## src/rtl/uart_tx_pkg.sv

```systemverilog
package uart_tx_pkg;
  localparam int unsigned MAX_DATA_W = 9;
  localparam int unsigned FRAME_W    = 1 + MAX_DATA_W + 1 + 2;
  localparam int unsigned BIT_CNT_W  = $clog2(FRAME_W + 1);

  typedef enum logic [1:0] {
    LEN_7  = 2'd0,
    LEN_8  = 2'd1,
    LEN_9  = 2'd2,
    LEN_8B = 2'd3
  } data_len_e;

  typedef struct packed {
    data_len_e len;
    logic      par_en;
    logic      par_odd;
    logic      two_stop;
  } frame_cfg_t;
endpackage

```

## src/rtl/uart_tx_baud.sv

```systemverilog
module uart_tx_baud #(
  parameter int unsigned DIV_W = 8,
  parameter int unsigned OS    = 16
) (
  input  logic             clk_i,
  input  logic             rst_ni,
  input  logic             run_i,
  input  logic             cnt_en_i,
  input  logic [DIV_W-1:0] div_i,
  output logic             bit_end_o
);
  localparam int unsigned OS_W = $clog2(OS);

  logic [DIV_W-1:0] div_q;
  logic [OS_W-1:0]  os_q;

  always_ff @(posedge clk_i or negedge rst_ni) begin
    if (!rst_ni) begin
      div_q <= '0;
      os_q  <= OS_W'(OS - 1);
    end else if (!run_i) begin
      div_q <= div_i;
      os_q  <= OS_W'(OS - 1);
    end else if (cnt_en_i) begin
      if (div_q == '0) begin
        div_q <= div_i;
        os_q  <= (os_q == '0) ? OS_W'(OS - 1) : os_q - 1'b1;
      end else begin
        div_q <= div_q - 1'b1;
      end
    end
  end

  assign bit_end_o = run_i & cnt_en_i & (div_q == '0) & (os_q == '0);
endmodule

```

## src/rtl/uart_tx_hold.sv

```systemverilog
module uart_tx_hold #(
  parameter int unsigned W = 9
) (
  input  logic         clk_i,
  input  logic         rst_ni,
  input  logic         wr_i,
  input  logic [W-1:0] wr_data_i,
  input  logic         take_i,
  output logic [W-1:0] data_o,
  output logic         full_o
);
  logic [W-1:0] data_q;
  logic         full_q;

  always_ff @(posedge clk_i or negedge rst_ni) begin
    if (!rst_ni) begin
      data_q <= '0;
      full_q <= 1'b0;
    end else begin
      if (wr_i) data_q <= wr_data_i;
      if (wr_i) full_q <= 1'b1;
      else if (take_i) full_q <= 1'b0;
    end
  end

  assign data_o = data_q;
  assign full_o = full_q;
endmodule

```

## src/rtl/uart_tx_frame.sv

```systemverilog
module uart_tx_frame
  import uart_tx_pkg::*;
(
  input  logic                  clk_i,
  input  logic                  rst_ni,
  input  frame_cfg_t            cfg_i,
  input  logic                  start_ok_i,
  input  logic                  pend_i,
  input  logic [MAX_DATA_W-1:0] data_i,
  input  logic                  bit_end_i,
  output logic                  take_o,
  output logic                  busy_o,
  output logic                  done_o,
  output logic                  txd_o
);
  logic [FRAME_W-1:0]    shift_q, img, d_ext;
  logic [BIT_CNT_W-1:0]  left_q, nbits;
  logic                  busy_q, frame_end, par_bit;
  logic [3:0]            dlen;
  logic [MAX_DATA_W-1:0] dmask, dsel;

  always_comb begin
    case (cfg_i.len)
      LEN_7:   dlen = 4'd7;
      LEN_9:   dlen = 4'd9;
      default: dlen = 4'd8;
    endcase
    // shift of 1 by full width wraps to zero, so minus one yields all ones
    dmask   = (MAX_DATA_W'(1) << dlen) - 1'b1;
    dsel    = data_i & dmask;
    par_bit = (^dsel) ^ cfg_i.par_odd;
    d_ext   = FRAME_W'(dsel);
    img     = '1;
    img[0]  = 1'b0;
    for (int i = 1; i < FRAME_W; i++) begin
      if (i <= int'(dlen)) img[i] = d_ext[i-1];
      else if (cfg_i.par_en && i == int'(dlen) + 1) img[i] = par_bit;
    end
    nbits = BIT_CNT_W'(dlen) + BIT_CNT_W'(2) + BIT_CNT_W'(cfg_i.par_en)
          + BIT_CNT_W'(cfg_i.two_stop);
  end

  assign frame_end = busy_q & bit_end_i & (left_q == BIT_CNT_W'(1));
  assign take_o    = pend_i & start_ok_i & (~busy_q | frame_end);
  assign done_o    = frame_end & ~take_o;

  always_ff @(posedge clk_i or negedge rst_ni) begin
    if (!rst_ni) begin
      shift_q <= '1;
      left_q  <= '0;
      busy_q  <= 1'b0;
    end else if (take_o) begin
      shift_q <= img;
      left_q  <= nbits;
      busy_q  <= 1'b1;
    end else if (frame_end) begin
      shift_q <= '1;
      left_q  <= '0;
      busy_q  <= 1'b0;
    end else if (busy_q && bit_end_i) begin
      shift_q <= {1'b1, shift_q[FRAME_W-1:1]};
      left_q  <= left_q - 1'b1;
    end
  end

  assign busy_o = busy_q;
  assign txd_o  = shift_q[0];
endmodule

```

## src/rtl/uart_tx_buf.sv

```systemverilog
module uart_tx_buf
  import uart_tx_pkg::*;
#(
  parameter int unsigned DIV_W = 8
) (
  input  logic                  clk_i,
  input  logic                  rst_ni,
  input  logic                  cnt_en_i,
  input  logic [DIV_W-1:0]      div_i,
  input  logic                  tx_en_i,
  input  logic [1:0]            data_len_i,
  input  logic                  par_en_i,
  input  logic                  par_odd_i,
  input  logic                  two_stop_i,
  input  logic                  cts_en_i,
  input  logic                  cts_ni,
  input  logic                  irq_sel_i,
  input  logic                  wr_i,
  input  logic [MAX_DATA_W-1:0] wr_data_i,
  input  logic                  irq_ack_i,
  output logic                  txd_o,
  output logic                  buf_empty_o,
  output logic                  sr_empty_o,
  output logic                  irq_o
);
  logic [MAX_DATA_W-1:0] hold_data;
  logic                  hold_full, take, busy, done, bit_end, start_ok, irq_q, irq_set;
  frame_cfg_t            cfg;

  assign cfg      = '{len: data_len_e'(data_len_i), par_en: par_en_i,
                      par_odd: par_odd_i, two_stop: two_stop_i};
  assign start_ok = tx_en_i & (~cts_en_i | ~cts_ni);

  uart_tx_hold #(.W(MAX_DATA_W)) u_hold (
    .clk_i, .rst_ni, .wr_i, .wr_data_i,
    .take_i(take), .data_o(hold_data), .full_o(hold_full)
  );

  uart_tx_baud #(.DIV_W(DIV_W), .OS(16)) u_baud (
    .clk_i, .rst_ni, .run_i(busy), .cnt_en_i, .div_i, .bit_end_o(bit_end)
  );

  uart_tx_frame u_frame (
    .clk_i, .rst_ni, .cfg_i(cfg), .start_ok_i(start_ok), .pend_i(hold_full),
    .data_i(hold_data), .bit_end_i(bit_end), .take_o(take), .busy_o(busy),
    .done_o(done), .txd_o
  );

  // a write in the same cycle as the transfer keeps the slot full
  assign irq_set = irq_sel_i ? done : (take & ~wr_i);

  always_ff @(posedge clk_i or negedge rst_ni) begin
    if (!rst_ni)        irq_q <= 1'b0;
    else if (irq_set)   irq_q <= 1'b1;
    else if (irq_ack_i) irq_q <= 1'b0;
  end

  assign buf_empty_o = ~hold_full;
  assign sr_empty_o  = ~busy;
  assign irq_o       = irq_q;
endmodule

```

## config.mk

```make
export PLATFORM = sky130hd
export DESIGN_NAME = uart_tx_buf
export DESIGN_NICKNAME = d
export VERILOG_FILES = /design/src/rtl/uart_tx_pkg.sv /design/src/rtl/uart_tx_baud.sv /design/src/rtl/uart_tx_hold.sv /design/src/rtl/uart_tx_frame.sv /design/src/rtl/uart_tx_buf.sv
export SDC_FILE = /design/constraint.sdc
export NUM_CORES = 1
export LEC_CHECK = 0
export BUFFER_PORTS_ARGS = -buffer_cell sky130_fd_sc_hd__clkbuf_2
export CAP_MARGIN = 15
export CORE_AREA = 8 8 71 104
export DETAILED_ROUTE_END_ITERATION = 16
export DIE_AREA = 0 0 79 112
export PLACE_DENSITY = 0.6
export SLEW_MARGIN = 20
export SYNTH_ARGS = -nofsm -noshare
export SYNTH_HDL_FRONTEND = slang
export SYNTH_SLANG_ARGS = --single-unit
```

## constraint.sdc

```tcl
create_clock -name clk_i -period 2.7 [get_ports clk_i]
set_clock_uncertainty 0.2 [all_clocks]
set_input_delay 0.27 -clock clk_i [delete_from_list [all_inputs] [get_ports clk_i]]
set_output_delay 0.27 -clock clk_i [all_outputs]
set_load 0.01 [all_outputs]
```

==> summary.txt <==
Detailed routing
  – Remaining DRCs: 0
  – Via Count: 1846
  – WL final: 5.00 mm
  – Initial drt markers: 52
  – Met3 wire len: 183 µm
  – DRT Pass-1 Iters: 4
  – Met1 wire length: 2.12 mm
  – Post-DRT Antenna Nets: 0
  – Wire per inst: 14.0 µm
  – Vias per cell: 5.16
  – WL met2: 2.66 mm
  – Top Metal Used: met4

Floorplan
  – Core area: 5960 µm²
  – Starting Density: 0.380
  – Die X: 79 µm
  – Die Ht: 112 µm
  – Site row count: 35
  – IO Pins: 35
  – Die footprint: 8850 µm²

Critical path
  – CP delay by family, top: simple AND/OR/NAND/NOR gates
  – Arr. time, crit path: 2.23 ns
  – Worst Path Required: 2.67 ns
  – Slowest CP cell: and4_1
  – CP max stage delay: 0.52 ns
  – Critical Path Fanout Max: 14
  – Crit path cell chain: inv_1, ha_1, and4bb_2, and4_1, nand2_1, mux2i_1, o21ai_0
  – Critical path class: flop to flop
  – CP endpoint kind: flop
  – CP startpoint kind: flop
  – Buf+Inv Stages, Crit Path: 1

Finish
  – Share of cells above drive strength 1: 0.303
  – Area growth from synthesis to layout: 20.2%
  – Reg area: 1050 µm²
  – Fillcell total: 611
  – Total Nets Final: 320
  – Area of the multi-input gates: 1120 µm²
  – Cell area after layout: 2720 µm²
  – # diodes: 0

Worst hold path
  – Hold WC Path Type: input pin to flop

Timing
  – Final hold viol count: 0
  – RSZ-0062 raised after global routing: no
  – Worst slew margin: 0.626
  – Period utilization: 0.836
  – Slew Limit Fails: 0
  – Final setup vio count: 0
  – Final Worst Setup Slack: 0.442 ns
  – Min Tclk post-route: 2.26 ns
  – Fin Setup TNS: 0 ns
  – Worst slew pin tran: 0.561 ns
  – Fmax: 443 MHz

Synthesis
  – Mean post-synth cell area: 9.67 µm²
  – Synth top area share: 0.265
  – Top cells by area, synth: dfrtp_1, dfstp_2, o21ai_0
  – Synth Net Count: 271
  – Post-Syn Area: 2260 µm²
  – Yosys warnings: 0
  – FFs w/ async S/R, synth: 1.00
  – Synth Flop Type: dfrtp_1
  – Post-synth EDFFs: 0
  – Seq/Total Area, Yosys: 0.463
  – Mapped Cells: 234
  – Cell variety after synth: 51
  – Area leader, netlist: dfrtp_1
  – Seq cells post-synth: 41

Global route
  – First-pass GRT wire length: 9.02 mm
  – Congestion Overflow GR: 0
  – Initial antenna violation count: 0
  – Vias in the first global route: 2008
  – Maximum number of pins on one net before global-route repair: 23
  – Total Routing Usage GR: 0.123

Clocking
  – Post-CTS setup repair buffer count: 0
  – CTS tree: built
  – Clock buffer count from CTS: 5
  – Worst-Skew Late Latency: 0.30 ns
  – Clk buf depth: 2
  – Clock H-tree levels: 2
  – Clock Sinks: 41
  – CTS root buffer: clkbuf_8
  – Clk slew on worst S/H paths: 0.08 ns

Run status
  – Status: finished, final reports clean

Pwr
  – VDD IR-drop max: 0.409 mV
  – P_leak: 0.00121 µW
  – Power per standard cell area: 636 nW/µm²

Placement
  – DP Worst Slack: 0.443 ns
  – Area after DPL: 2550 µm²
  – HPWL after DPL: 3.75 mm
  – RePlAce Congestion: 0.779
  – IO buf count: 34

Job
  – Max-cap violations: 0
power by group:
part           internal, µW  total, µW  switching [µW]
registers               715        836             120
logic                   252        497             245
clock network           179        397             218
total                  1150       1730             584
layout make-up:
class                           count  area share
Sequential cell                    41       0.385
Clock buffer                        5      0.0253
Clock inverter                      3     0.00644
Timing Repair Buffer               52       0.120
Inverter                           13      0.0179
Multi-Input combinational cell    170       0.412
Tap cell                           74      0.0340
final timing paths:
kind	slack, ns	start	depth (start not counted)	endpoint
setup / recovery	0.44	u_baud.div_q[0]$_DFFE_PN0P_	7	u_frame.left_q[2]$_DFFE_PN0P_
hold / removal	0.01	wr_data_i[8]	2	u_hold.data_o[8]$_DFFE_PN0P_
setup reg to reg	0.44	u_baud.div_q[0]$_DFFE_PN0P_	7	u_frame.left_q[2]$_DFFE_PN0P_
hold reg to reg	0.32	u_frame.shift_q[0]$_DFFE_PN1P_	2	u_frame.shift_q[0]$_DFFE_PN1P_
max in group asynchronous	1.37	rst_ni	3	u_frame.shift_q[2]$_DFFE_PN1P_
min in group asynchronous	0.29	rst_ni	2	u_hold.data_o[2]$_DFFE_PN0P_
state kept, by name, indices dropped and copies added, names as in the netlist:
name / cells
u_frame.left_q: 4
irq_o: 1
u_hold.data_o: 9
u_frame.shift_q: 13
u_baud.div_q: 8
u_hold.full_o: 1
u_frame.busy_o: 1
u_baud.os_q: 4
layer usage:
layer / track usage / vias up
li1: - / 919
met1: 0.135 / 891
met2: 0.222 / 34
met3: 0.0266 / 2
met4: 0.0422 / 0
met5: 0 / -
placed cells by master (no fill, tap or decap), types with 8 or more instances in the layout:
cell type,n
o21ai_1,8
mux2_2,9
o21ai_0,22
inv_1,13
dlygate4sd3_1,8
buf_4,10
nand2_1,27
dfrtp_1,24
a21oi_1,8
clkbuf_2,34
xnor2_1,9
nor3_1,9
dfstp_2,17
nor2_1,17
or3_1,9
what timing repair did:
action	in CTS	in global routing
hold buffers	8	0
endpoints found under the hold margin	19	0
resized for setup	0	0
endpoints found under the setup margin	0	0
synthesized netlist by cell type, types with 2 or more instances:
cell and instances:
a21o_1 2, clkbuf_1 8, xnor2_1 9, a21oi_1 8, xor2_1 2, inv_1 13, nand2_1 27, o31a_1 2
nor3_1 9, mux2_2 9, o21ai_0 22, and3_1 2, a211oi_1 2, nor2_1 17, nor3b_1 3, or3_1 9
nand3_1 3, nor4_1 3, dfstp_2 17, dfrtp_1 24, ha_1 5, or4_1 2, o21ai_1 8
per-stage QoR:
stage          instances  power [µW]   util  hold slack, ns
3_5_place_dp         342        1340  0.429          0.0873
2_1_floorplan        234        1210      -          -0.226
4_1_cts              358        1750  0.457         0.00493
5_1_grt              358        1840  0.457         0.00641
6_report             358        1730  0.457         0.00995
3_3_place_gp         342        1330  0.429          0.0814
kinds of logic after synthesis:
group / Yosys count / synth area share
XOR/XNOR: 12 / 0.0525
flip-flops: 41 / 0.463
AO/OA/AOI/OAI: 55 / 0.154
multiplexers: 10 / 0.0492
buffers and inverters: 23 / 0.0420
adder cells (fa/ha/maj): 6 / 0.0365
AND/OR/NAND/NOR: 87 / 0.202
worst register-to-register path, stage by stage (launching register included):
cell and delay (ns):
dfrtp_1 0.43, inv_1 0.08, ha_1 0.22, and4bb_2 0.30, and4_1 0.52, nand2_1 0.14, mux2i_1 0.17, o21ai_0 0.08
Note: power is estimated with default switching activity, not from simulation.
